## src/rtl/txtvid_pkg.sv

```systemverilog
package txtvid_pkg;

   // Per-group display attributes carried alongside the fetched data.
   typedef struct packed {
      logic vis;   // cell lies inside the visible area
      logic hs;    // horizontal sync window
      logic vs;    // vertical sync window
   } txtvid_flags_t;

endpackage

```

## src/rtl/txtvid_timing.sv

```systemverilog
module txtvid_timing
   import txtvid_pkg::*;
#(
   parameter int COLS     = 80,
   parameter int ROWS     = 25,
   parameter int CHAR_W   = 8,
   parameter int CHAR_H   = 8,
   parameter int H_TOTAL  = 100,
   parameter int HS_START = 84,
   parameter int HS_LEN   = 12,
   parameter int V_ROWS   = 33,
   parameter int VS_START = 28,
   parameter int VS_LEN   = 1,
   parameter int ADDR_W   = $clog2(COLS*ROWS),
   parameter int LINE_W   = $clog2(CHAR_H)
)(
   input  logic                 clk,
   input  logic                 rst_n,
   output logic                 pix_last,
   output logic [ADDR_W-1:0]    vram_addr,
   output logic [LINE_W-1:0]    line_idx,
   output txtvid_flags_t        flags
);

   localparam int PIX_W = $clog2(CHAR_W);
   localparam int COL_W = $clog2(H_TOTAL+1);
   localparam int ROW_W = $clog2(V_ROWS+1);
   localparam int SUM_W = $clog2(COLS*ROWS + H_TOTAL + 1);

   localparam logic [PIX_W-1:0]  PIX_END   = PIX_W'(CHAR_W-1);
   localparam logic [COL_W-1:0]  COL_END   = COL_W'(H_TOTAL-1);
   localparam logic [COL_W-1:0]  COL_VIS   = COL_W'(COLS);
   localparam logic [COL_W-1:0]  COL_LAST  = COL_W'(COLS-1);
   localparam logic [COL_W-1:0]  HS_LO     = COL_W'(HS_START);
   localparam logic [COL_W-1:0]  HS_HI     = COL_W'(HS_START+HS_LEN);
   localparam logic [LINE_W-1:0] LINE_END  = LINE_W'(CHAR_H-1);
   localparam logic [ROW_W-1:0]  ROW_END   = ROW_W'(V_ROWS-1);
   localparam logic [ROW_W-1:0]  ROW_VIS   = ROW_W'(ROWS);
   localparam logic [ROW_W-1:0]  VS_LO     = ROW_W'(VS_START);
   localparam logic [ROW_W-1:0]  VS_HI     = ROW_W'(VS_START+VS_LEN);
   localparam logic [SUM_W-1:0]  BASE_STEP = SUM_W'(COLS);

   initial begin
      assert (CHAR_W >= 2 && CHAR_H >= 2) else $error("cell must be at least 2x2");
      assert (H_TOTAL > COLS && V_ROWS > ROWS) else $error("totals must exceed visible area");
      assert (HS_START >= COLS && HS_START+HS_LEN <= H_TOTAL && HS_LEN > 0)
         else $error("hsync window outside horizontal blanking");
      assert (VS_START >= ROWS && VS_START+VS_LEN <= V_ROWS && VS_LEN > 0)
         else $error("vsync window outside vertical blanking");
   end

   logic [PIX_W-1:0]  pix;
   logic [COL_W-1:0]  col;
   logic [LINE_W-1:0] line;
   logic [ROW_W-1:0]  row;
   logic [SUM_W-1:0]  row_base;
   logic [SUM_W-1:0]  addr_sum;
   logic              col_end, line_end, row_end;

   assign pix_last = (pix == PIX_END);
   assign col_end  = (col == COL_END);
   assign line_end = (line == LINE_END);
   assign row_end  = (row == ROW_END);

   // dot counter: splits the pixel clock into character groups
   always_ff @(posedge clk) begin
      if (!rst_n)        pix <= '0;
      else if (pix_last) pix <= '0;
      else               pix <= pix + PIX_W'(1);
   end

   // column / scanline / row chain with incremental row base
   always_ff @(posedge clk) begin
      if (!rst_n) begin
         col      <= '0;
         line     <= '0;
         row      <= '0;
         row_base <= '0;
      end else if (pix_last) begin
         if (col_end) begin
            col <= '0;
            if (line_end) begin
               line <= '0;
               if (row_end) begin
                  row      <= '0;
                  row_base <= '0;
               end else begin
                  row <= row + ROW_W'(1);
                  if (row < ROW_VIS) row_base <= row_base + BASE_STEP;
               end
            end else begin
               line <= line + LINE_W'(1);
            end
         end else begin
            col <= col + COL_W'(1);
         end
      end
   end

   assign addr_sum  = row_base + SUM_W'(col);
   assign vram_addr = addr_sum[ADDR_W-1:0];
   assign line_idx  = line;

   always_comb begin
      flags.vis = (col < COL_VIS) && (row < ROW_VIS);
      flags.hs  = (col >= HS_LO) && (col < HS_HI);
      flags.vs  = (row >= VS_LO) && (row < VS_HI);
   end

   AST_COL_WRAP: assert property (@(posedge clk) disable iff (!rst_n)
      (pix_last && col_end) |=> (col == '0) && (pix == '0))
      else $error("column did not wrap at end of line");

   AST_FIELD_WRAP: assert property (@(posedge clk) disable iff (!rst_n)
      (pix_last && col_end && line_end && row_end) |=>
         (row == '0) && (line == '0) && (vram_addr == '0))
      else $error("field did not restart at address 0");

   AST_ADDR_STEP: assert property (@(posedge clk) disable iff (!rst_n)
      (pix_last && flags.vis && (col != COL_LAST)) |=>
         (vram_addr == $past(vram_addr) + ADDR_W'(1)))
      else $error("address did not step by one cell");

endmodule

```

## src/rtl/txtvid_fetch.sv

```systemverilog
module txtvid_fetch
   import txtvid_pkg::*;
#(
   parameter int CODE_W = 8,
   parameter int LINE_W = 3
)(
   input  logic                       clk,
   input  logic                       rst_n,
   input  logic                       pix_last,
   input  logic [CODE_W-1:0]          vram_rdata,
   input  logic [LINE_W-1:0]          line_idx,
   input  txtvid_flags_t              flags_in,
   output logic [CODE_W-1:0]          code_q,
   output logic [CODE_W+LINE_W-1:0]   glyph_addr,
   output txtvid_flags_t              flags_out
);

   logic [LINE_W-1:0] line_q;

   // Capture the code read during this group; it indexes the glyph port
   // for the whole next group.
   always_ff @(posedge clk) begin
      if (!rst_n) begin
         code_q    <= '0;
         line_q    <= '0;
         flags_out <= '0;
      end else if (pix_last) begin
         code_q    <= vram_rdata;
         line_q    <= line_idx;
         flags_out <= flags_in;
      end
   end

   assign glyph_addr = {code_q, line_q};

endmodule

```

## src/rtl/txtvid_shifter.sv

```systemverilog
module txtvid_shifter
   import txtvid_pkg::*;
#(
   parameter int CHAR_W = 8,
   parameter int CODE_W = 8
)(
   input  logic               clk,
   input  logic               rst_n,
   input  logic               pix_last,
   input  logic               gfx_mode,
   input  logic [CHAR_W-1:0]  glyph_data,
   input  logic [CODE_W-1:0]  code_in,
   input  txtvid_flags_t      flags_in,
   output logic               dot_out,
   output logic               hsync,
   output logic               vsync
);

   logic [CHAR_W-1:0] bypass_row;
   logic [CHAR_W-1:0] load_row;
   logic [CHAR_W-1:0] shreg;
   txtvid_flags_t     flags_q;

   generate
      if (CODE_W >= CHAR_W) begin : g_byp_trim
         assign bypass_row = code_in[CODE_W-1 -: CHAR_W];
      end else begin : g_byp_pad
         assign bypass_row = {code_in, {(CHAR_W-CODE_W){1'b0}}};
      end
   endgenerate

   assign load_row = gfx_mode ? bypass_row : glyph_data;

   always_ff @(posedge clk) begin
      if (!rst_n) begin
         shreg   <= '0;
         flags_q <= '0;
      end else if (pix_last) begin
         shreg   <= load_row;
         flags_q <= flags_in;
      end else begin
         shreg   <= {shreg[CHAR_W-2:0], 1'b0};
      end
   end

   assign dot_out = shreg[CHAR_W-1] & flags_q.vis;
   assign hsync   = flags_q.hs;
   assign vsync   = flags_q.vs;

   AST_HS_DARK: assert property (@(posedge clk) disable iff (!rst_n)
      hsync |-> !dot_out)
      else $error("dot during horizontal sync");

   AST_VS_DARK: assert property (@(posedge clk) disable iff (!rst_n)
      vsync |-> !dot_out)
      else $error("dot during vertical sync");

endmodule

```

## src/rtl/txtvid_addr_gen.sv

```systemverilog
module txtvid_addr_gen
   import txtvid_pkg::*;
#(
   parameter int COLS     = 80,
   parameter int ROWS     = 25,
   parameter int CHAR_W   = 8,
   parameter int CHAR_H   = 8,
   parameter int CODE_W   = 8,
   parameter int H_TOTAL  = 100,
   parameter int HS_START = 84,
   parameter int HS_LEN   = 12,
   parameter int V_ROWS   = 33,
   parameter int VS_START = 28,
   parameter int VS_LEN   = 1,
   localparam int ADDR_W  = $clog2(COLS*ROWS),
   localparam int LINE_W  = $clog2(CHAR_H),
   localparam int GADDR_W = CODE_W + LINE_W
)(
   input  logic                clk,
   input  logic                rst_n,
   input  logic                gfx_mode,
   output logic [ADDR_W-1:0]   vram_addr,
   input  logic [CODE_W-1:0]   vram_rdata,
   output logic [GADDR_W-1:0]  glyph_addr,
   input  logic [CHAR_W-1:0]   glyph_data,
   output logic                dot_out,
   output logic                hsync,
   output logic                vsync
);

   logic              pix_last;
   logic [LINE_W-1:0] line_idx;
   logic [CODE_W-1:0] code_q;
   txtvid_flags_t     flags_s0, flags_s1;

   txtvid_timing #(
      .COLS(COLS), .ROWS(ROWS), .CHAR_W(CHAR_W), .CHAR_H(CHAR_H),
      .H_TOTAL(H_TOTAL), .HS_START(HS_START), .HS_LEN(HS_LEN),
      .V_ROWS(V_ROWS), .VS_START(VS_START), .VS_LEN(VS_LEN),
      .ADDR_W(ADDR_W), .LINE_W(LINE_W)
   ) u_timing (
      .clk(clk), .rst_n(rst_n), .pix_last(pix_last),
      .vram_addr(vram_addr), .line_idx(line_idx), .flags(flags_s0)
   );

   txtvid_fetch #(.CODE_W(CODE_W), .LINE_W(LINE_W)) u_fetch (
      .clk(clk), .rst_n(rst_n), .pix_last(pix_last),
      .vram_rdata(vram_rdata), .line_idx(line_idx), .flags_in(flags_s0),
      .code_q(code_q), .glyph_addr(glyph_addr), .flags_out(flags_s1)
   );

   txtvid_shifter #(.CHAR_W(CHAR_W), .CODE_W(CODE_W)) u_shifter (
      .clk(clk), .rst_n(rst_n), .pix_last(pix_last), .gfx_mode(gfx_mode),
      .glyph_data(glyph_data), .code_in(code_q), .flags_in(flags_s1),
      .dot_out(dot_out), .hsync(hsync), .vsync(vsync)
   );

   AST_GLYPH_STEADY: assert property (@(posedge clk) disable iff (!rst_n)
      !pix_last |=> $stable(glyph_addr))
      else $error("glyph index changed inside a character group");

endmodule

```

## config.mk

```make
export PLATFORM = sky130hd
export DESIGN_NAME = txtvid_addr_gen
export DESIGN_NICKNAME = d
export VERILOG_FILES = /design/src/rtl/txtvid_pkg.sv /design/src/rtl/txtvid_timing.sv /design/src/rtl/txtvid_fetch.sv /design/src/rtl/txtvid_shifter.sv /design/src/rtl/txtvid_addr_gen.sv
export SDC_FILE = /design/constraint.sdc
export NUM_CORES = 1
export LEC_CHECK = 0
export BUFFER_PORTS_ARGS = -buffer_cell sky130_fd_sc_hd__buf_2
export CORE_MARGIN = 1.5
export CORE_UTILIZATION = 60
export CTS_BUF_LIST = sky130_fd_sc_hd__clkbuf_8
export CTS_CLUSTER_DIAMETER = 40
export DETAILED_ROUTE_END_ITERATION = 10
export PLACE_DENSITY = 0.86
export SYNTH_ARGS = -nofsm -noshare
export SYNTH_HDL_FRONTEND = slang
export SYNTH_SLANG_ARGS = --single-unit
```

## constraint.sdc

```tcl
create_clock -name clk -period 2.65 [get_ports clk]
set_clock_uncertainty 0.05 [all_clocks]
set_input_delay 0 -clock clk [delete_from_list [all_inputs] [get_ports clk]]
set_output_delay 0 -clock clk [all_outputs]
set_load 0.05 [all_outputs]
```

-- Word-level counts from Yosys, hierarchy flattened
Cells that the tools add are included.
- output and inout bits: 25
- bits in registers: 56
- bitwise logic cells: 2
- order comparisons: 6
- equal/unequal tests: 4
- add/sub/neg operators: 6
- muxes and demuxes: 7
- reductions and logical operators: 9
- operators by type and width (operator ; number):
    $mux W12 ; 2
    $mux W8 ; 2
    $lt A7 B7 Y1 const B ; 2
    $add A12 B7 Y12 const B ; 1
    $lt A6 B5 Y1 const B ; 2
    $add A11 B7 Y11 ; 1
    $add A7 B1 Y7 const B ; 1
    $eq A7 B7 Y1 const B ; 1
    $ge A7 B7 Y1 const B ; 1
    $mux W7 ; 1
    $add A3 B1 Y3 const B ; 2
    $add A6 B1 Y6 const B ; 1
    $eq A3 B3 Y1 const B ; 2
    $eq A6 B6 Y1 const B ; 1
    $ge A6 B5 Y1 const B ; 1
    $mux W6 ; 1
    $reduce_and A2 Y1 ; 2
    $reduce_and A4 Y1 ; 1
    $logic_and A1 B1 Y1 ; 3
    $mux W3 ; 1
    $reduce_and A3 Y1 ; 1
    $reduce_bool A2 Y1 ; 1
    $reduce_or A2 Y1 ; 1
    $and A1 B1 Y1 ; 1
    $not A1 Y1 ; 1

-- Logic depth before layout (Yosys ltp)
Gate-level depths: netlist of run 1.
- depth after elaboration: 3
- depth in mapped cells: 7
- gate-level depth less buffers: 6

-- Cells and area by module
A second synthesis of run 1 with hierarchy kept.
- cells, all modules: 272
- area total of the unflattened synthesis: 2583.7 µm²
- by module, submodules not included (module ; area each (µm²) ; times used ; cells an instance):
    txtvid_timing ; 1493.9 ; 1 ; 173
    txtvid_fetch ; 603.1 ; 1 ; 53
    txtvid_shifter ; 486.7 ; 1 ; 46

-- Worst setup path after synthesis of run 1
No wires, ideal clock.
- path kind: reg-to-output
- start: register u_timing.col[5]
- end: output vram_addr[10]
- stages on the path, launching flop included: 6
- data arrival time: 1949 ps
- path slack: 651 ps
- cells stage by stage: dfxtp_1 > ha_1 > a21o_1 > a21oi_1 > nor2_1 > xor2_1
- word-level cells in the longest chain between the ends: 1
- RTL lines (what ; line ; RTL):
    start: declaration ; txtvid_timing.sv:53 ; logic [COL_W-1:0] col;
    start signal: assignment ; txtvid_timing.sv:95 ; col <= col + COL_W'(1);
    $add A11 B7 Y11 ; txtvid_timing.sv:100 ; assign addr_sum = row_base + SUM_W'(col);
    end: declaration ; txtvid_addr_gen.sv:22 ; output logic [ADDR_W-1:0] vram_addr,
No other way between the ends.

-- Final worst setup path of run 1
- start: register u_timing.col[5]
- end: output vram_addr[8]
The elaborated chain is that of the path after synthesis.

==> results of run 1 <==
-- timing repair --
action | 4_1_cts | 5_1_grt
endpoints found under the setup margin | 0 | 0
hold endpoints to repair | 14 | 0
hold buffers | 15 | 0
-- tightest hold or removal path, cell delays in order --
cell      delay (ps)
buf_2            100
mux2i_1          120
a211oi_1         100
-- report_power, final --
group | leakage [uW] | switching (uW) | total, uW | internal (uW)
combinational | 0.000740 | 34.1 | 69.2 | 35.1
clock | 0.0000505 | 251 | 488 | 238
sequential | 0.000411 | 2.54 | 774 | 771
-- final cells by class --
cell class | count | share of cell area [%]
Tap cell | 50 | 2.16
Clock buffer | 7 | 3.32
Sequential cell | 51 | 35.2
Timing Repair Buffer | 59 | 12.9
Clock inverter | 1 | 0.259
Multi-Input combinational cell | 193 | 45.8
Inverter | 3 | 0.388
-- registers in the layout (all words and copies together) (netlist names), 6 cells and up --
name,flops
u_shifter.shreg,8
u_timing.col,7
u_timing.row,6
u_timing.row_base,7
u_fetch.code_q,8
-- worst max path at each step --
stage / start / endpoint / slack (ps) / cells past startpoint
after floorplan: u_timing.col[5] / vram_addr[10] / 650 / 5
after global placement: u_timing.pix[0] / u_timing.line_idx[1] / 650 / 6
after detailed placement: u_timing.pix[0] / u_timing.line_idx[1] / 580 / 6
after CTS: u_timing.col[5] / vram_addr[8] / 380 / 6
after global routing: u_timing.col[5] / vram_addr[8] / 270 / 6
final: u_timing.col[5] / vram_addr[8] / 400 / 6
-- metal layers --
metal,vias to the layer above,wire (um)
met1,944,2300
met2,64,2610
met4,0,115
met3,9,317
met5,-,0
li1,1011,-
-- logic make-up after synthesis --
logic type,after synthesis,synth area share (%)
AND/OR/NAND/NOR,103,22.3
flip-flops,51,41.7
AO/OA/AOI/OAI,36,9.41
multiplexers,26,10.6
buffers and inverters,20,4.04
XOR/XNOR,16,5.73
adder cells (fa/ha/maj),12,6.14
-- layout by cell type (no fill, tap or decap), types with 3 or more instances in the layout --
cell,count
nor3b_1,3
clkbuf_8,7
nand2_1,17
or2_2,3
nand4_1,4
a21oi_1,11
o21ai_0,5
nand3_1,6
a211oi_1,12
buf_2,43
dfxtp_1,51
ha_1,11
nor2_1,45
dlygate4sd3_1,15
nand2b_1,5
xor2_1,9
o22ai_1,3
mux2i_1,26
xnor2_1,7
or3_1,3
-- stage by stage --
step	area, um^2	utilization [%]	setup WS [ps]
after detailed placement	2650	66.6	577
after global placement	2650	66.6	654
after floorplan	2450	-	651
after CTS	2900	73.0	381
final	2900	73.0	397
after global routing	2900	73.0	271
==> flow_summary.toml, run 1 <==
[run_status]
result_of_the_run = "completed"

[clocking]
clk-insertion-delay-late_ps = 310
clkSlewWorstSetupHoldPaths_ps = 90
clk_root_buffer_cell = "clkbuf_8"
clock-sinks = 51
clock_tree.htree_level_count = 2
cts_made_buffers = 5
cts.path.max_buffers = 2
postCtsResizedCells = 0
cts_setup_buffers = 0
cts_tree = "built"

[global_routing]
remaining_global_route_overflow = 0
met2_routing_resource_usage_after_global_routing_pct = 45.9
grt.busiest_layer = "met2"
groute.layer.met3.usage_pct = 6.42
grt_start_max_net_pins = 38
first_pass_grt_wire_length_mm = 9.09
grt_util_met1_pct = 32.8
gr-usage-all-layers_pct = 27.2
antenna_found_initial = 0
vias_in_the_first_global_route = 2017

[sta]
slew-limit-headroom_pct = 60.8
post-route-min-period_ps = 2250
grt_setup_unrepaired = "no"
final_report_setup_violation_count = 0
hold_viol_final = 0
totalNegativeSetupSlack_ps = 0
final_min_period_over_clock_period_pct = 85.0
worst-slew-pin-transition_ps = 587
maxClockFrequency_ghz = 0.444
report.final.slew_viol_count = 0
worst_hold_slack_ps = 11.9

[finish]
post_route_cells_drive_above_1_share_pct = 20.1
finish.net_count = 344
multiInputGateArea_um2 = 1330
areaGrowthSynthToFinish_pct = 18.6
n_fill_cell = 288
ff_latch_area_um2 = 1020
non_filler_cells_final = 364
num_antenna_cells = 0

[floorplanning]
std_cell_rows = 23
fp.dieW_um = 66.9
io-pin-count = 44
effective_utilization_at_floorplan_pct = 61.6
die_h_um = 66.9
die_area_um2 = 4470
placeableCoreArea_um2 = 3970

[synthesis]
top_cells_by_area_synth = "dfxtp_1 (42%), mux2i_1 (11%), nor2_1 (6.9%), ha_1 (6.1%), a211oi_1 (3.7%)"
yosys.area.top_type = "dfxtp_1"
post_synth.cell_area_avg_um2 = 9.27
most_common_cell_in_the_netlist = "dfxtp_1"
synth.ff_latch_count = 51
synthesis.instances = 264
netlist_cell_types = 40
synth_largest_type_area_fraction_pct = 41.7
post_synthesis_net_count = 295
list_of_most_frequent_post_synthesis_cells = "dfxtp_1 (51), nor2_1 (45), mux2i_1 (26), nand2_1 (17)"
synth_enable_flop_cells = 0
synth-seq-area-share_pct = 41.7
post_synthesis_instance_area_um2 = 2450
synth_flop_cell = "dfxtp_1"
ys.warnings.count = 0
share_of_flip_flops_with_an_asynchronous_set_or_reset_after_synthesis_pct = 0

[critical_path]
r2r_end = "u_timing.line_idx[1]"
worst_r2r_startpoint = "u_timing.pix[0]"
crit_path_max_incr_delay_ps = 520
timing.critical_path.to_type = "output port"
cp_top_family = "flip-flops"
worst-path-buf-inv = 1
reg2reg_depth = 6
cp.required_ps = 2600
reg2reg_slack_ps = 540
setup.worst_path.class = "reg -> out"
critical_path.cell_chain = "ha_1 > a21o_1 > a21oi_1 > nand2b_1 > xnor2_1 > buf_2"
cp.arrival_ps = 2200
slowest_stage = "dfxtp_1"
critPathLaunchType = "register"
crit_fanout = 7

[job]
cap_violations = 0

[detailed_routing]
antenna_violating_nets_post_route = 0
drt-total-wl_mm = 5.35
firstDrtPassIters = 4
wl_per_cell_um = 14.7
vias = 2028
initialDrtViolationCount = 164
detail_route.drc_violations = 0
vias_per_cell = 5.57

[power_and_ir_drop]
leakagePower_uw = 0.00120
power.density_nw_per_um2 = 459
total_power_uw = 1330
power.ir.vdd_worst_mv = 0.459

[min_path]
holdPathStages = 3
hold_path_end = "u_shifter.shreg[2]"
worst_hold_path_type = "in -> reg"
hp-start = "glyph_data[2]"

[placed_design]
placedCellCount = 341
gp_congestion = 0.798
dpl.hpwl_mm = 3.35
port_buffers = 43
Power figures use the tool's default switching activity.
==> run 2: changes to the inputs <==
--- a/config.mk
+++ b/config.mk
@@ -7,11 +7,12 @@
 export LEC_CHECK = 0
 export BUFFER_PORTS_ARGS = -buffer_cell sky130_fd_sc_hd__buf_2
 export CORE_MARGIN = 1.5
-export CORE_UTILIZATION = 60
+export CORE_UTILIZATION = 37
 export CTS_BUF_LIST = sky130_fd_sc_hd__clkbuf_8
 export CTS_CLUSTER_DIAMETER = 40
 export DETAILED_ROUTE_END_ITERATION = 10
-export PLACE_DENSITY = 0.86
+export MAX_ROUTING_LAYER = met4
+export PLACE_DENSITY = 0.58
 export SYNTH_ARGS = -nofsm -noshare
 export SYNTH_HDL_FRONTEND = slang
 export SYNTH_SLANG_ARGS = --single-unit
==> constraint.sdc (replaced) <==
create_clock -name clk -period 2.7 [get_ports clk]
set_clock_uncertainty 0.05 [all_clocks]
set_input_delay 0 -clock clk [delete_from_list [all_inputs] [get_ports clk]]
set_output_delay 0 -clock clk [all_outputs]
set_load 0.05 [all_outputs]
==> run 2 against run 1 <==
Utilization decreased by 27 points; power decreased by 4.9%; worst setup slack improved by 110 ps.
==> flow_summary.toml, run 2 (synthesis results as in run 1) <==
[sta]
postLayoutSetupSlackWorst_ps = 504
worst-slew-pin-transition_ps = 638
post-route-min-period_ps = 2200
report.final.slew_viol_count = 0
slew-limit-headroom_pct = 57.4
maxClockFrequency_ghz = 0.455
final_min_period_over_clock_period_pct = 81.3
grt_setup_unrepaired = "no"
worst_hold_slack_ps = 2.22
final_report_setup_violation_count = 0
totalNegativeSetupSlack_ps = 0
hold_viol_final = 0

[critical_path]
crit_path_max_incr_delay_ps = 490
critPathLaunchType = "register"
cp.required_ps = 2650
cp_top_family = "flip-flops"
timing.critical_path.to_type = "output port"
setup.worst_path.class = "reg -> out"
slowest_stage = "dfxtp_1"
worst-path-buf-inv = 1
cp.arrival_ps = 2150
critical_path.cell_chain = "ha_1 > a21o_1 > a21oi_1 > nand2b_1 > xnor2_1 > buf_2"
crit_fanout = 7

[global_routing]
antenna_found_initial = 0
gr-usage-all-layers_pct = 14.7
first_pass_grt_wire_length_mm = 8.29
grt_start_max_net_pins = 38
remaining_global_route_overflow = 0
vias_in_the_first_global_route = 1800

[finish]
biggestRegsByFlops = "u_fetch.code_q x8, u_shifter.shreg x8"
post_route_cells_drive_above_1_share_pct = 19.7
finish.net_count = 344
areaGrowthSynthToFinish_pct = 19.4
layout_common_cells = "dfxtp_1 (51), nor2_1 (45), buf_2 (43)"
num_antenna_cells = 0
layout_commonest_cell = "dfxtp_1"
finish.utilization_pct = 45.7
n_fill_cell = 632

[power_and_ir_drop]
power.density_nw_per_um2 = 433
power.switching_uw = 292
power.ir.vdd_worst_mv = 0.320
switching_part_of_the_total_power_pct = 23.1
leakagePower_uw = 0.00120
clockPowerShare_pct = 34.8
power_frac_seq_pct = 60.0
internal_power_uw = 974
logic_gate_share_of_total_power_pct = 5.2
total_power_uw = 1270

[detailed_routing]
wl_per_cell_um = 12.3
vias = 1968
drt-total-wl_mm = 4.81
firstDrtPassIters = 4
antenna_violating_nets_post_route = 0
detail_route.drc_violations = 0
initialDrtViolationCount = 72
vias_per_cell = 5.03

[min_path]
worst_hold_path_type = "in -> reg"

[placed_design]
gp_congestion = 0.848
dpl.hpwl_mm = 3.23
setup_ws_pre_cts_ps = 585
port_buffers = 43

[floorplanning]
io-pin-count = 44
die_h_um = 84.3
effective_utilization_at_floorplan_pct = 38.3
std_cell_rows = 29
placeableCoreArea_um2 = 6390
die_area_um2 = 7110
fp.dieW_um = 84.3

[clocking]
cts_tree = "built"
clock-sinks = 51
clk-insertion-delay-late_ps = 310
cts.path.max_buffers = 2
cts_made_buffers = 5
clk_root_buffer_cell = "clkbuf_8"
cts_setup_buffers = 0
clock_tree.htree_level_count = 2
clkSlewWorstSetupHoldPaths_ps = 90

[job]
cap_violations = 0

[run_status]
result_of_the_run = "completed"
[run 2: power groups by stage]
stage	combinational [uW]	clock (uW)	sequential, uW
3_3_place_gp	50.4	0	776
5_1_grt	72.6	489	760
4_1_cts	66.6	456	759
6_report	65.8	441	759
3_5_place_dp	51.4	0	777
2_1_floorplan	29.4	0	778
[run 2: worst register-to-register path: stages (launching register included)]
cell and delay [ps]:
dfxtp_1 350, ha_1 160, ha_2 280, buf_4 440, nand3_2 220, or3b_1 410, a21oi_1 150
[run 2: metrics by stage]
stage               instance area [um^2]  instances
finish                              2920        391
global route                        2920        391
CTS                                 2920        391
detailed placement                  2680        368
global placement                    2680        368
floorplan                           2450        264
[run 2: layout make-up]
cell class | count | area (um^2) | share of cell area (%)
clock buffer | 5 | 68.8 | 2.36
clock inverter | 3 | 21.3 | 0.728
inverter | 3 | 11.3 | 0.386
multi-input combinational | 193 | 1330 | 45.5
sequential | 51 | 1020 | 35.0
tap | 77 | 96.3 | 3.30
timing repair buffer | 59 | 373 | 12.8
[run 2: path summary, 6_finish.rpt]
| kind | from | end | slack [ps] | cells past startpoint |
|---|---|---|---|---|
| worst max-delay path | u_timing.col[5] | vram_addr[8] | 500 | 6 |
| worst max register to register | u_timing.pix[0] | u_timing.line_idx[1] | 580 | 6 |
| worst min register to register | u_timing.pix[0] | u_timing.pix[0] | 390 | 1 |
| worst min-delay path | glyph_data[1] | u_shifter.shreg[1] | 2 | 3 |
[run 2: timing repair]
action | CTS | global route
endpoints found under the hold margin | 14 | 0
setup endpoints to repair | 0 | 0
hold buffers | 15 | 0
gates resized for setup | 0 | 0
[run 2: per-layer routing]
metal	global-route usage, %	wire (um)	vias to the layer above
met5	-	0	-
met4	4.92	63	0
met3	2.95	178	7
met1	18.2	2320	903
li1	-	-	1014
met2	23.9	2250	44
